==> src/rtl/uart_rdy_pkg.sv <==
package uart_rdy_pkg;

    typedef enum logic [1:0] {
        MODE_HOLD = 2'd0,
        MODE_FIFO = 2'd1,
        MODE_DMA  = 2'd2
    } rdy_mode_e;

    typedef enum logic {
        RX_OPEN    = 1'b0,
        RX_LATCHED = 1'b1
    } rxdma_state_e;

endpackage

==> src/rtl/uart_rdy_fifo.sv <==
module uart_rdy_fifo #(
    parameter int DEPTH = 16,
    parameter int WIDTH = 8,
    localparam int AW = (DEPTH > 1) ? $clog2(DEPTH) : 1,
    localparam int CW = $clog2(DEPTH + 1)
) (
    input  logic             clk,
    input  logic             rst_n,
    input  logic             flush,
    input  logic             cap_one,
    input  logic             push,
    input  logic [WIDTH-1:0] din,
    input  logic             pop,
    output logic [WIDTH-1:0] dout,
    output logic [CW-1:0]    count
);

    logic [WIDTH-1:0] mem [DEPTH];
    logic [AW-1:0]    wr_ptr;
    logic [AW-1:0]    rd_ptr;
    logic [CW-1:0]    limit;
    logic             do_push;
    logic             do_pop;

    assign limit   = cap_one ? CW'(1) : CW'(DEPTH);
    assign do_push = push && (count < limit) && !flush;
    assign do_pop  = pop && (count != '0) && !flush;
    assign dout    = mem[rd_ptr];

    function automatic logic [AW-1:0] bump(input logic [AW-1:0] p);
        return (p == AW'(DEPTH - 1)) ? '0 : p + AW'(1);
    endfunction

    always_ff @(posedge clk) begin
        if (do_push) begin
            mem[wr_ptr] <= din;
        end
    end

    always_ff @(posedge clk or negedge rst_n) begin
        if (!rst_n) begin
            wr_ptr <= '0;
            rd_ptr <= '0;
            count  <= '0;
        end else if (flush) begin
            wr_ptr <= '0;
            rd_ptr <= '0;
            count  <= '0;
        end else begin
            if (do_push) begin
                wr_ptr <= bump(wr_ptr);
            end
            if (do_pop) begin
                rd_ptr <= bump(rd_ptr);
            end
            unique case ({do_push, do_pop})
                2'b10:   count <= count + CW'(1);
                2'b01:   count <= count - CW'(1);
                default: count <= count;
            endcase
        end
    end

    AST_COUNT_BOUND: assert property (@(posedge clk) disable iff (!rst_n)
        count <= CW'(DEPTH));
    AST_FULL_PUSH_IGNORED: assert property (@(posedge clk) disable iff (!rst_n)
        (!flush && !cap_one && count == CW'(DEPTH) && push && !pop) |=> count == CW'(DEPTH));
    AST_EMPTY_POP_IGNORED: assert property (@(posedge clk) disable iff (!rst_n)
        (!flush && count == '0 && pop && !push) |=> count == '0);
    AST_HOLD_CAP: assert property (@(posedge clk) disable iff (!rst_n)
        (cap_one && !flush) |-> count <= CW'(1));

endmodule

==> src/rtl/uart_rdy_mode.sv <==
module uart_rdy_mode
    import uart_rdy_pkg::*;
(
    input  logic      clk,
    input  logic      rst_n,
    input  logic      fifo_en,
    input  logic      dma_mode,
    output rdy_mode_e mode,
    output logic      flush
);

    logic fen_q;

    always_ff @(posedge clk or negedge rst_n) begin
        if (!rst_n) begin
            fen_q <= 1'b0;
        end else begin
            fen_q <= fifo_en;
        end
    end

    assign flush = fifo_en ^ fen_q;

    always_comb begin
        unique case ({fifo_en, dma_mode})
            2'b10:   mode = MODE_FIFO;
            2'b11:   mode = MODE_DMA;
            default: mode = MODE_HOLD;
        endcase
    end

    AST_FLUSH_ONE_CYCLE: assert property (@(posedge clk) disable iff (!rst_n)
        (flush && $stable(fifo_en)) |=> !flush);

endmodule

==> src/rtl/uart_rdy_rxdma.sv <==
module uart_rdy_rxdma
    import uart_rdy_pkg::*;
#(
    parameter int CW = 5
) (
    input  logic         clk,
    input  logic         rst_n,
    input  logic         active,
    input  logic [CW-1:0] rx_cnt,
    input  logic [CW-1:0] trig,
    input  logic         timeout,
    output rxdma_state_e state_nxt
);

    rxdma_state_e state;

    always_comb begin
        state_nxt = state;
        if (!active) begin
            state_nxt = RX_OPEN;
        end else begin
            unique case (state)
                RX_OPEN: begin
                    if (rx_cnt != '0 && (rx_cnt >= trig || timeout)) begin
                        state_nxt = RX_LATCHED;
                    end
                end
                RX_LATCHED: begin
                    if (rx_cnt == '0) begin
                        state_nxt = RX_OPEN;
                    end
                end
                default: state_nxt = RX_OPEN;
            endcase
        end
    end

    always_ff @(posedge clk or negedge rst_n) begin
        if (!rst_n) begin
            state <= RX_OPEN;
        end else begin
            state <= state_nxt;
        end
    end

    AST_LATCH_HOLDS: assert property (@(posedge clk) disable iff (!rst_n)
        (active && state == RX_LATCHED && rx_cnt != '0) |=> state == RX_LATCHED);
    AST_EMPTY_NO_LATCH: assert property (@(posedge clk) disable iff (!rst_n)
        (state == RX_OPEN && rx_cnt == '0) |=> state == RX_OPEN);
    AST_INACTIVE_OPEN: assert property (@(posedge clk) disable iff (!rst_n)
        !active |=> state == RX_OPEN);

endmodule

==> src/rtl/uart_rdy_irq.sv <==
module uart_rdy_irq
    import uart_rdy_pkg::*;
#(
    parameter int DEPTH = 16,
    parameter int WIDTH = 8,
    localparam int CW = $clog2(DEPTH + 1)
) (
    input  logic             clk,
    input  logic             rst_n,
    input  logic             fifo_en,
    input  logic             dma_mode,
    input  logic [CW-1:0]    rx_trig,
    input  logic             rx_timeout,
    input  logic             irq_tx_en,
    input  logic             irq_rx_en,
    input  logic             rx_push,
    input  logic [WIDTH-1:0] rx_din,
    input  logic             rx_pop,
    output logic [WIDTH-1:0] rx_dout,
    input  logic             tx_push,
    input  logic [WIDTH-1:0] tx_din,
    input  logic             tx_pop,
    output logic [WIDTH-1:0] tx_dout,
    output logic [CW-1:0]    rx_count,
    output logic [CW-1:0]    tx_count,
    output logic             rxrdy_n,
    output logic             txrdy_n,
    output logic             irq
);

    rdy_mode_e    mode;
    logic         flush;
    logic         cap_one;
    rxdma_state_e rx_state_nxt;
    logic [CW-1:0] rx_eff;
    logic [CW-1:0] tx_eff;
    logic         rxrdy_n_d;
    logic         txrdy_n_d;
    logic         tx_cond;
    logic         rx_cond;

    uart_rdy_mode u_mode (
        .clk      (clk),
        .rst_n    (rst_n),
        .fifo_en  (fifo_en),
        .dma_mode (dma_mode),
        .mode     (mode),
        .flush    (flush)
    );

    assign cap_one = (mode == MODE_HOLD);

    uart_rdy_fifo #(.DEPTH(DEPTH), .WIDTH(WIDTH)) u_rx_fifo (
        .clk     (clk),
        .rst_n   (rst_n),
        .flush   (flush),
        .cap_one (cap_one),
        .push    (rx_push),
        .din     (rx_din),
        .pop     (rx_pop),
        .dout    (rx_dout),
        .count   (rx_count)
    );

    uart_rdy_fifo #(.DEPTH(DEPTH), .WIDTH(WIDTH)) u_tx_fifo (
        .clk     (clk),
        .rst_n   (rst_n),
        .flush   (flush),
        .cap_one (cap_one),
        .push    (tx_push),
        .din     (tx_din),
        .pop     (tx_pop),
        .dout    (tx_dout),
        .count   (tx_count)
    );

    // A flush empties both sides at this edge, so decode as if already empty.
    assign rx_eff = flush ? '0 : rx_count;
    assign tx_eff = flush ? '0 : tx_count;

    uart_rdy_rxdma #(.CW(CW)) u_rxdma (
        .clk       (clk),
        .rst_n     (rst_n),
        .active    ((mode == MODE_DMA) && !flush),
        .rx_cnt    (rx_eff),
        .trig      (rx_trig),
        .timeout   (rx_timeout),
        .state_nxt (rx_state_nxt)
    );

    always_comb begin
        tx_cond = (tx_eff == '0);
        unique case (mode)
            MODE_HOLD: begin
                rxrdy_n_d = (rx_eff == '0);
                txrdy_n_d = (tx_eff != '0);
                rx_cond   = (rx_eff != '0);
            end
            MODE_FIFO: begin
                rxrdy_n_d = (rx_eff == '0);
                txrdy_n_d = (tx_eff != '0);
                rx_cond   = (rx_eff != '0) && (rx_eff >= rx_trig);
            end
            MODE_DMA: begin
                rxrdy_n_d = (rx_state_nxt != RX_LATCHED);
                txrdy_n_d = (tx_eff == CW'(DEPTH));
                rx_cond   = (rx_eff != '0) && (rx_eff >= rx_trig);
            end
            default: begin
                rxrdy_n_d = 1'b1;
                txrdy_n_d = 1'b1;
                rx_cond   = 1'b0;
            end
        endcase
    end

    always_ff @(posedge clk or negedge rst_n) begin
        if (!rst_n) begin
            rxrdy_n <= 1'b1;
            txrdy_n <= 1'b1;
            irq     <= 1'b0;
        end else begin
            rxrdy_n <= rxrdy_n_d;
            txrdy_n <= txrdy_n_d;
            irq     <= (irq_tx_en && tx_cond) || (irq_rx_en && rx_cond);
        end
    end

    AST_FLUSH_EMPTIES: assert property (@(posedge clk) disable iff (!rst_n)
        flush |=> (rx_count == '0 && tx_count == '0 && rxrdy_n));
    AST_IRQ_MASKED: assert property (@(posedge clk) disable iff (!rst_n)
        (!irq_tx_en && !irq_rx_en) |=> !irq);
    AST_TX_DMA_FULL: assert property (@(posedge clk) disable iff (!rst_n)
        (mode == MODE_DMA && !flush && tx_count == CW'(DEPTH)) |=> txrdy_n);
    AST_RX_EMPTY_HIGH: assert property (@(posedge clk) disable iff (!rst_n)
        (!flush && rx_count == '0) |=> rxrdy_n);

endmodule

==> config.mk <==
export PLATFORM = sky130hd
export DESIGN_NAME = uart_rdy_irq
export DESIGN_NICKNAME = d
export VERILOG_FILES = /design/src/rtl/uart_rdy_pkg.sv /design/src/rtl/uart_rdy_fifo.sv /design/src/rtl/uart_rdy_mode.sv /design/src/rtl/uart_rdy_rxdma.sv /design/src/rtl/uart_rdy_irq.sv
export SDC_FILE = /design/constraint.sdc
export NUM_CORES = 1
export LEC_CHECK = 0
export BUFFER_PORTS_ARGS = -buffer_cell sky130_fd_sc_hd__buf_2
export CAP_MARGIN = 0
export CORE_UTILIZATION = 45
export DETAILED_ROUTE_END_ITERATION = 10
export SLEW_MARGIN = 40
export SYNTH_ARGS = -nofsm -noshare
export SYNTH_HDL_FRONTEND = slang
export SYNTH_SLANG_ARGS = --single-unit
==> constraint.sdc <==
create_clock -name clk -period 2.8 [get_ports clk]
set_clock_uncertainty 0.05 [all_clocks]
set_input_delay 0.56 -clock clk [delete_from_list [all_inputs] [get_ports clk]]
set_output_delay 0.56 -clock clk [all_outputs]
set_load 0.02 [all_outputs]
---- Word-level counts from Yosys, hierarchy flattened ----
Memories as Yosys holds them, arrays and structs flattened.
Cells that the tools add are included.
W data, S select, Z words.
cells by class
  add/subtract/negate cells ............... 8
  $lt $le $gt $ge ......................... 3
  eq/ne operators ......................... 13
  multiplexer cells ....................... 31
  bitwise operators ....................... 3
  reductions and logical operators ........ 31
operators by type and width
  kind                   number
  $mux W4                12
  $mux W5                5
  $pmux W5 S2            2
  $reduce_bool A5 Y1     4
  $add A4 B1 Y4 const B  4
  $eq A4 B4 Y1 const B   4
  $logic_and A1 B1 Y1    13
  $add A5 B1 Y5 const B  2
  $eq A2 B2 Y1 const B   5
  $logic_not A5 Y1       2
  $lt A5 B5 Y1           2
  $sub A5 B1 Y5 const B  2
  $pmux W1 S2            4
  $reduce_bool A2 Y1     4
  $mux W1                7
  $eq A2 B1 Y1 const B   3
  $reduce_bool A3 Y1     2
  $eq A5 B5 Y1 const B   1
  $ge A5 B5 Y1           1
  $pmux W2 S2            1
  $reduce_or A2 Y1       2
  $logic_not A2 Y1       1
  $logic_or A1 B1 Y1     2
  $not A1 Y1             2
  2 further kinds        2
word-level totals
  register bits after elaboration ......... 31
  bits in writable memories ............... 256
  output and inout port bits .............. 29
  logic and storage cells ................. 102
  memories ................................ 2
memories
  memory         depth  bits a word  rd ports  clocked after Yosys merged registers in  write ports  RTL line             source
  u_rx_fifo.mem  16     8            1         0                                        1            uart_rdy_fifo.sv:18  logic [WIDTH-1:0] mem [DEPTH];
  u_tx_fifo.mem  16     8            1         0                                        1            uart_rdy_fifo.sv:18

---- Longest topological paths before layout ----
Gate-level depths: netlist of run 1.
  word-level depth ........................ 10
  mapped depth ............................ 14

---- Modules after synthesis ----
Synthesis of run 1 repeated with hierarchy kept, for this count alone.
unflattened totals
  cell total of the unflattened synthesis .. 771
  area, all modules ....................... 12400.6 µm²
modules (own cells, without submodules)
  module                      instances  cells an instance  area an instance (µm²)  seq. area each (µm²)
  uart_rdy_fifo at u_tx_fifo  1          351                5919.4                  4169.0
  uart_rdy_fifo at u_rx_fifo  1          352                5881.9                  4169.0
  uart_rdy_irq                1          45                 377.9                   77.6
  uart_rdy_rxdma              1          19                 171.4                   25.0
  uart_rdy_mode               1          4                  50.0                    25.0

---- Worst setup path after synthesis of run 1 ----
Ideal clock, no wire load.
  path type ............................... input port to flip-flop
  from .................................... input port dma_mode
  to ...................................... memory u_tx_fifo.mem[3][0] (enable)
  arrival time ............................ 2.766 ns
  data required time ...................... 2.355 ns
  slack ................................... -0.410 ns
  stages .................................. 7
  buffers on the path ..................... 1
  path through ............................ nand2b_1 > ha_1 > ha_1 > o32a_1 > or2_1 > clkbuf_1 > nor4_1
between the ends
  cells in the longest elaborated chain, start to end .. 9
  elaborated cells on any way between the ends .. 10
  classes of those cells .................. order compare (1); eq/ne (2); mux (4); reduce/logical (3)
ends and longest elaborated chain
  element                              RTL line             source
  start, declared                      uart_rdy_irq.sv:11   input logic dma_mode,
  $eq A2 B2 Y1                         uart_rdy_mode.sv:25  unique case ({fifo_en, dma_mode})
  $pmux W2 S2 *                        uart_rdy_mode.sv:25
  $logic_not A2 Y1 *                   uart_rdy_irq.sv:51   assign cap_one = (mode == MODE_HOLD);
  $mux W5 *                            uart_rdy_fifo.sv:25  assign limit = cap_one ? CW'(1) : CW'(DEPTH);
  $lt A5 B5 Y1 *                       uart_rdy_fifo.sv:26  assign do_push = push && (count < limit) && !flush;
  $logic_and A1 B1 Y1 * (2 in series)  uart_rdy_fifo.sv:26
  $mux W1 *                            uart_rdy_fifo.sv:35  if (do_push) begin
  $mux W1 (not written as such) *      uart_rdy_fifo.sv:36  mem[wr_ptr] <= din;
  end, declared                        uart_rdy_fifo.sv:18
Mark *: on every way between the ends. The rest lies on a longest branch, timed or not.

---- Final worst setup path of run 1 ----
  from .................................... register u_rx_fifo.rd_ptr[0]
  to ...................................... output port rx_dout[2]
between the ends
  cells in the longest elaborated chain, start to end .. 1
ends and longest elaborated chain
  element                 RTL line             source
  start, declared         uart_rdy_fifo.sv:20  logic [AW-1:0] rd_ptr;
  start signal, assigned  uart_rdy_fifo.sv:54  rd_ptr <= bump(rd_ptr);
  $mem_v2 Z16 W8          n/a
  end, declared           uart_rdy_irq.sv:19   output logic [WIDTH-1:0] rx_dout,
Every way passes these cells.

==> results of run 1 <==
[worst max-delay path by stage]
stage                                      to                       startpoint  cells after the start  slack (ns)
6_report                           rx_dout[2]  u_rx_fifo.rd_ptr[0]$_DFFE_PN0P_                      6       -0.14
3_3_place_gp    u_tx_fifo.mem[8][6]$_DFFE_PP_                          fifo_en                      9       -0.15
2_1_floorplan   u_rx_fifo.mem[0][0]$_DFFE_PP_                         dma_mode                      9       -0.09
3_5_place_dp   u_rx_fifo.count[4]$_DFFE_PN0P_                          fifo_en                     13       -0.20
5_1_grt                            rx_dout[4]  u_rx_fifo.rd_ptr[0]$_DFFE_PN0P_                      6       -0.23
4_1_cts                            rx_dout[6]  u_rx_fifo.rd_ptr[0]$_DFFE_PN0P_                      6       -0.20
[kinds of logic (layout without fill, tap and decap cells)]
group,Yosys count,after routing,synth area share
XOR/XNOR,12,12,0.00933
adder cells (fa/ha/maj),27,27,0.0292
flip-flops,287,287,0.701
AND/OR/NAND/NOR,137,137,0.0566
multiplexers,93,93,0.128
buffers and inverters,65,238,0.0214
AO/OA/AOI/OAI,105,105,0.0548
[sequential cells by signal, summed over array words and instances (netlist names)]
signal / cells
rxrdy_n: 1
u_tx_fifo.rd_ptr: 4
irq: 1
u_tx_fifo.mem: 128
u_tx_fifo.count: 5
u_rx_fifo.wr_ptr: 4
u_rxdma.state: 1
u_rx_fifo.count: 5
u_tx_fifo.wr_ptr: 4
u_rx_fifo.rd_ptr: 4
u_mode.fen_q: 1
u_rx_fifo.mem: 128
txrdy_n: 1
[worst max-delay path: stages (launching register included)]
cell and delay [ns]:
dfrtp_2 0.43, buf_12 0.16, clkbuf_16 0.18, mux4_2 0.51
mux2i_2 0.20, a21oi_1 0.11, buf_4 0.19
[layout by cell type, fill, tap and decap left out, types with 8 or more instances in the layout]
cell and n:
nor2_1 38, edfxtp_1 256, a211oi_2 9, clkinv_1 10
buf_2 44, mux2i_1 28, o21ai_1 8, o21ai_0 13
ha_1 21, nor2b_1 8, mux4_2 48, nand2_1 26
buf_4 68, mux2i_2 8, a21oi_1 21, xnor2_1 9
nor3_1 9, clkbuf_16 33, o21ai_2 8, and2_1 14
inv_1 25, nand3_1 8, dfrtp_1 22, buf_6 16
buf_12 20, a21oi_2 10
[per-layer routing]
layer,wire length [um],GRT usage,part of all wire
met5,0,0,0
met2,12600,0.312,0.47
met4,400,0.0484,0.015
met3,1440,0.0293,0.054
met1,12200,0.283,0.46
[repair_timing]
item | in CTS | in global routing
gates resized for setup | 81 | 46
hold buffers | 0 | 0
pin swaps | 21 | 23
gates cloned | 2 | 2
hold endpoints to repair | 0 | 0
setup buffers | 17 | 5
endpoints found under the setup margin | 16 | 16
[power breakdown]
group / internal [mW] / switching [mW] / total, mW
clock network: 2.28 / 1.61 / 3.90
logic: 2.16 / 2.02 / 4.18
registers: 4.88 / 0.168 / 5.05
total: 9.32 / 3.80 / 13.1
[through the flow]
step	power [mW]	cell area [um^2]	TNS, ns	cells	utilization
2_1_floorplan	7.34	12200	-2.27	726	-
3_3_place_gp	8.38	13500	-12.96	1154	0.515
3_5_place_dp	8.47	13500	-17.89	1154	0.515
4_1_cts	13.0	15000	-2.34	1229	0.572
5_1_grt	13.7	15200	-2.65	1234	0.581
6_report	13.1	15200	-1.39	1234	0.581
[cell type report]
cell class | instances | area, um^2 | share of cell area
Inverter | 27 | 101 | 0.00666
Clock buffer | 33 | 783 | 0.0514
Tap cell | 335 | 419 | 0.0275
Clock inverter | 23 | 194 | 0.0127
Timing Repair Buffer | 155 | 1460 | 0.0960
Sequential cell | 287 | 8470 | 0.557
Multi-Input combinational cell | 374 | 3790 | 0.249
==> results.md, run 1 <==
* Synth cell count leaders: edfxtp_1 (256), mux4_2 (48), nor2_1 (38), mux2i_1 (37), a21oi_1 (31)
* Maximum clock rate at approximately 0.34 GHz
* Async SR Flop Fraction at 0.108
* Synth Flop Type: edfxtp_1
* Synth-to-Final Area Change at 26.1%
* HP Class: primary input to async pin
* PortBufs at 60
* VDD IR max at slightly below 0.4 mV
* Area contributors post-synth: edfxtp_1 (64%), mux4_2 (9.0%), dfrtp_1 (6.0%)
* Row cnt at around 60
* Syn_area_per_cell at ~17 um^2
* Drt wl/cell at between 20 and 25 um
* Yosys top cell area share at 0.637
* DIE AREA at 27500 um^2
* Total Routing Usage GR at 0.195
* CTS tree: yes
* Ys Warns at 0
* CP endpoint kind: output port
* GR Overflow Total at 0
* Required time of the critical path at 2.19 ns
* DPL Wire Length at about 17000 um
* Vias at 6909
* WL final at 26700 um
* Net count after synthesis at ~790
* Crit Path Max Fanout at 7
* Die X at about 170 um
* Fraction of layout cells with a size suffix above 1 at 0.380
* Seq cells post-synth at 287
* Setup WS pre-CTS at -0.198 ns
* WS Path Type: register to output port
* WP data arrival at 2.33 ns
* Tmin final at 2.94 ns
* Critical Path Source Type: register
* I/O Pins at roughly 60
* Pre-Repair DR Iteration Count at 7
* Endpoints failing hold at 0
* Worst reg2reg startpoint: u_tx_fifo.count[1]$_DFFE_PN0P_
* Initial Util at 0.461
* Ratio of total power to cell area at around 860 nW/um^2
* GPL Wtd Cong at approximately 0.8
* First-pass GRT wire length at 41100 um
* # fillers at approximately 1900
* Drt via density at 5.60
* Nets@finish at roughly 930
* Synth cell types at 52
* Slew @ Worst Pin at 0.735 ns
* Antenna-violating nets left at 0
* TritonCTS Buffers at 30
* # setup viols final at 16
* Post-synth EDFFs at around 260
* Synth Cell Area at around 12000 um^2
* Pin count of the biggest net entering global routing at 32
* Synthesized instance count at about 730
* R2R Setup Slk at roughly 0.12 ns
* LEAKAGE at about 5.3 nW
* R2r endpoint: u_tx_fifo.mem[8][2]$_DFFE_PP_
* Failing checks: design-rule violations, negative setup slack
* CORE AREA at approximately 26000 um^2
* Fin crit share at 1.05
* Clock sink count at around 290
* H-tree levels at 1
* CTS root buffer: clkbuf_16
* Outcome: complete, but fails checks
* Hold slack at ~0.015 ns
* Antenna fix cells at 0
* Initial antenna violation count at 0
* DRC viols at 6
* Worst R2R Path Depth at 6
* Seq/Total Area, Yosys at 0.701
* Pins over their slew limit at 0
* RSZ-0062 raised after global routing: yes
* Clk_lat worst skew at between 0.5 and 0.6 ns
* Final WS setup at -0.143 ns
* Number of global-route vias before repair at 7243
* Most common cell in the netlist: edfxtp_1
* Leading area contributor after synthesis: edfxtp_1
* Clk buf depth at 3
* Iteration-0 DRC Markers at around 490
* Clock slew at reported path FFs at 0.06 ns
* Die Ht at 166 um
* Max-cap violations at 0
* Max-slew headroom at 0.510
(Power assumes the default switching activity.)
==> run 2: changes to the inputs <==
- CORE_UTILIZATION: 45 -> 55
- PLACE_DENSITY: default -> 0.76
==> run 2 against run 1 <==
- the run ends with negative setup slack left
- sequential cell count unchanged
- die area is 18% lower
- non-clock buffer count rose by 1
- via count is 5.6% higher
- sequential power about the same
- core utilization is 13 points higher
- register-to-register slack is essentially flat
- total power is 1.8% lower
- count of clock-buffer cells in the layout shrank 5
- highest routed layer unchanged
==> results.md, run 2 (synthesized netlist as in run 1, its figures left out) <==
* Antenna fix cells at 0 (unchanged)
* Register area at 8470 um^2 (about the same)
* Fraction of layout cells with a size suffix above 1 at 0.377 (-0.00304)
* Pins over their slew limit at 0 (unchanged)
* Critical path's slowest cell: mux4_2
* Largest regs: u_rx_fifo.mem: 128 flops, u_tx_fifo.mem: 128 flops
* # fillers at 1235 (-37%)
* Iteration-0 DRC Markers at 689 (+40%)
* Initial antenna violation count at 0 (unchanged)
* Row cnt at 53 (-10%)
* Die X at 150 um (-9.4%)
* Drt wl/cell at 24.1 um (+12%)
* Total Routing Usage GR at 0.253 (+0.0575)
* Non-Filler Instances at 1168 (-5.3%)
* Endpoints failing hold at 0 (unchanged)
* TritonCTS Buffers at 27 (-10%)
* HP Class: primary input to async pin
* Setup TNS at -2.08 ns (-0.690 ns)
* WS Path Type: register to output port
* Pre-Repair DR Iteration Count at 5 (-2)
* Fin crit share at 1.10 (+0.0442)
* LEAKAGE at 5.28 nW (-0.47%)
* Pin count of the biggest net entering global routing at 36 (+13%)
* Failing checks: negative setup slack
* CORE AREA at 21300 um^2 (-19%)
* H-tree levels at 1 (unchanged)
* PortBufs at 60 (unchanged)
* DIE AREA at 22600 um^2 (-18%)
* Max-cap violations at 0 (unchanged)
* # setup viols final at 16 (unchanged)
* Drt via density at 6.24 (+12%)
* Crit Path Max Fanout at 8 (+1)
* Tmin final at 3.07 ns (+0.124 ns)
* Final WS setup at -0.267 ns (-0.124 ns)
* Maximum clock rate at 0.326 GHz (-4.0%)
* GR Overflow Total at 0 (unchanged)
* I/O Pins at 61 (unchanged)
* Nets@finish at 932 (-0.21%)
* Ratio of total power to cell area at 855 nW/um^2 (-0.83%)
* Clock sink count at 287 (unchanged)
* CTS tree: yes
* RSZ-0062 raised after global routing: yes
* Die Ht at 150 um (-9.4%)
* CP endpoint kind: output port
* Max-slew headroom at 0.362 (-0.148)
* First-pass GRT wire length at 42000 um (+2.3%)
* Critical Path Source Type: register
* CP startpoint: u_rx_fifo.rd_ptr[0]$_DFFE_PN0P_
* Worst reg2reg startpoint: u_tx_fifo.count[0]$_DFFE_PN0P_
* CTS hold repair buffers at 0 (unchanged)
* R2R Setup Slk at 0.11 ns (about the same)
* Outcome: complete, but fails checks
* Vias at 7293 (+5.6%)
* VDD IR max at 0.799 mV (+100%)
* Required time of the critical path at 2.19 ns (about the same)
* WL final at 28200 um (+5.6%)
* Number of global-route vias before repair at 7308 (+0.90%)
* GPL Wtd Cong at 0.847 (+2.9%)
* DRC viols at 0 (-6)
* CP cell instances: buf_12 -> mux4_2 -> nor2b_1 -> a211oi_1 -> a21oi_1 -> buf_2
* R2r endpoint: u_tx_fifo.mem[15][6]$_DFFE_PP_
* Clk buf depth at 3 (unchanged)
* Placed cell count at 1095 (-5.1%)
* Antenna-violating nets left at 0 (unchanged)
* Commonest non-fill, non-tap cell in the layout: edfxtp_1
* Worst setup path end: rx_dout[6]
* Multi-input logic area at 3830 um^2 (+1.0%)
* WP data arrival at 2.46 ns (+0.13 ns)
* Clk_lat worst skew at 0.53 ns (-0.03 ns)
* Clock slew at reported path FFs at 0.06 ns (about the same)
* Synth-to-Final Area Change at 24.8%
* Commonest cells after routing, fill and taps aside: edfxtp_1 (256), buf_4 (69), mux4_2 (48), buf_2 (47), nor2_1 (38)
* Slew @ Worst Pin at 0.957 ns (+0.222 ns)
* Worst R2R Path Depth at 6 (unchanged)
* DPL Wire Length at 16500 um (-5.5%)
* CTS root buffer: clkbuf_16
* Initial Util at 0.567 (+0.107)
* Slowest stage delay, CP at 0.54 ns (+0.03 ns)
==> run 2: changes by cell type in the layout (fill, tap and decap cells not counted), sizes merged <==
cell / change
clkinvlp: -3
bufinv: +1
buf: +2
clkbuf: -6
==> run 2: power by group <==
part	internal [mW]	switching (mW)	total, mW
registers	4.88	0.176	5.06
clock network	2.13	1.53	3.66
logic	2.06	2.10	4.17
==> run 2: cell type report <==
type,instances,area share
Inverter,27,0.00672
Clock buffer,28,0.0451
Clock inverter,21,0.0136
Multi-Input combinational cell,374,0.254
Sequential cell,287,0.562
Tap cell,275,0.0228
Timing Repair Buffer,156,0.0956
==> run 2: through the flow <==
stage | cell area [um^2] | total power [mW] | hold slack [ns] | setup WS, ns | util
global route | 15100 | 13.3 | 0.0624 | -0.317 | 0.708
CTS | 14800 | 12.7 | 0.0327 | -0.215 | 0.697
floorplan | 12200 | 7.34 | 0.214 | -0.0917 | -
global placement | 13500 | 8.36 | 0.461 | -0.176 | 0.632
finish | 15100 | 12.9 | 0.0196 | -0.267 | 0.708
detailed placement | 13500 | 8.46 | 0.484 | -0.248 | 0.632
==> run 2: critical path: cells and delay by family, from the launching register on <==
family / cells / cell delay [ns]
and+or+nand+nor: 1 / 0.15
buffers and inverters: 2 / 0.41
muxes: 1 / 0.54
AOI/OAI and AO/OA: 2 / 0.38
DFF: 1 / 0.46
==> run 2: worst min path at each step <==
stage / from / end / slack (ns)
after floorplan: rst_n / irq$_DFF_PN0_ / 0.21
after global placement: u_rxdma.state$_DFF_PN0_ / u_rxdma.state$_DFF_PN0_ / 0.46
after detailed placement: u_rxdma.state$_DFF_PN0_ / u_rxdma.state$_DFF_PN0_ / 0.48
after CTS: rst_n / u_rx_fifo.count[0]$_DFFE_PN0P_ / 0.03
after global routing: rst_n / u_rx_fifo.count[0]$_DFFE_PN0P_ / 0.06
final: rst_n / u_rx_fifo.count[0]$_DFFE_PN0P_ / 0.02
==> run 2: per-layer routing <==
layer  wire length (um)  part of all wire  track usage
met5                  0                 0            0
met2              13900              0.50        0.415
met1              11100              0.39        0.355
met3               2470             0.088       0.0361
met4                686             0.024       0.0747
==> run 2: repair_timing <==
item                                    in CTS  in global routing
cloned                                       4                  1
buffers inserted                            10                 11
hold endpoints to repair                     0                  0
gates resized for setup                     83                 45
pin swaps                                   27                 15
endpoints found under the setup margin      16                 16
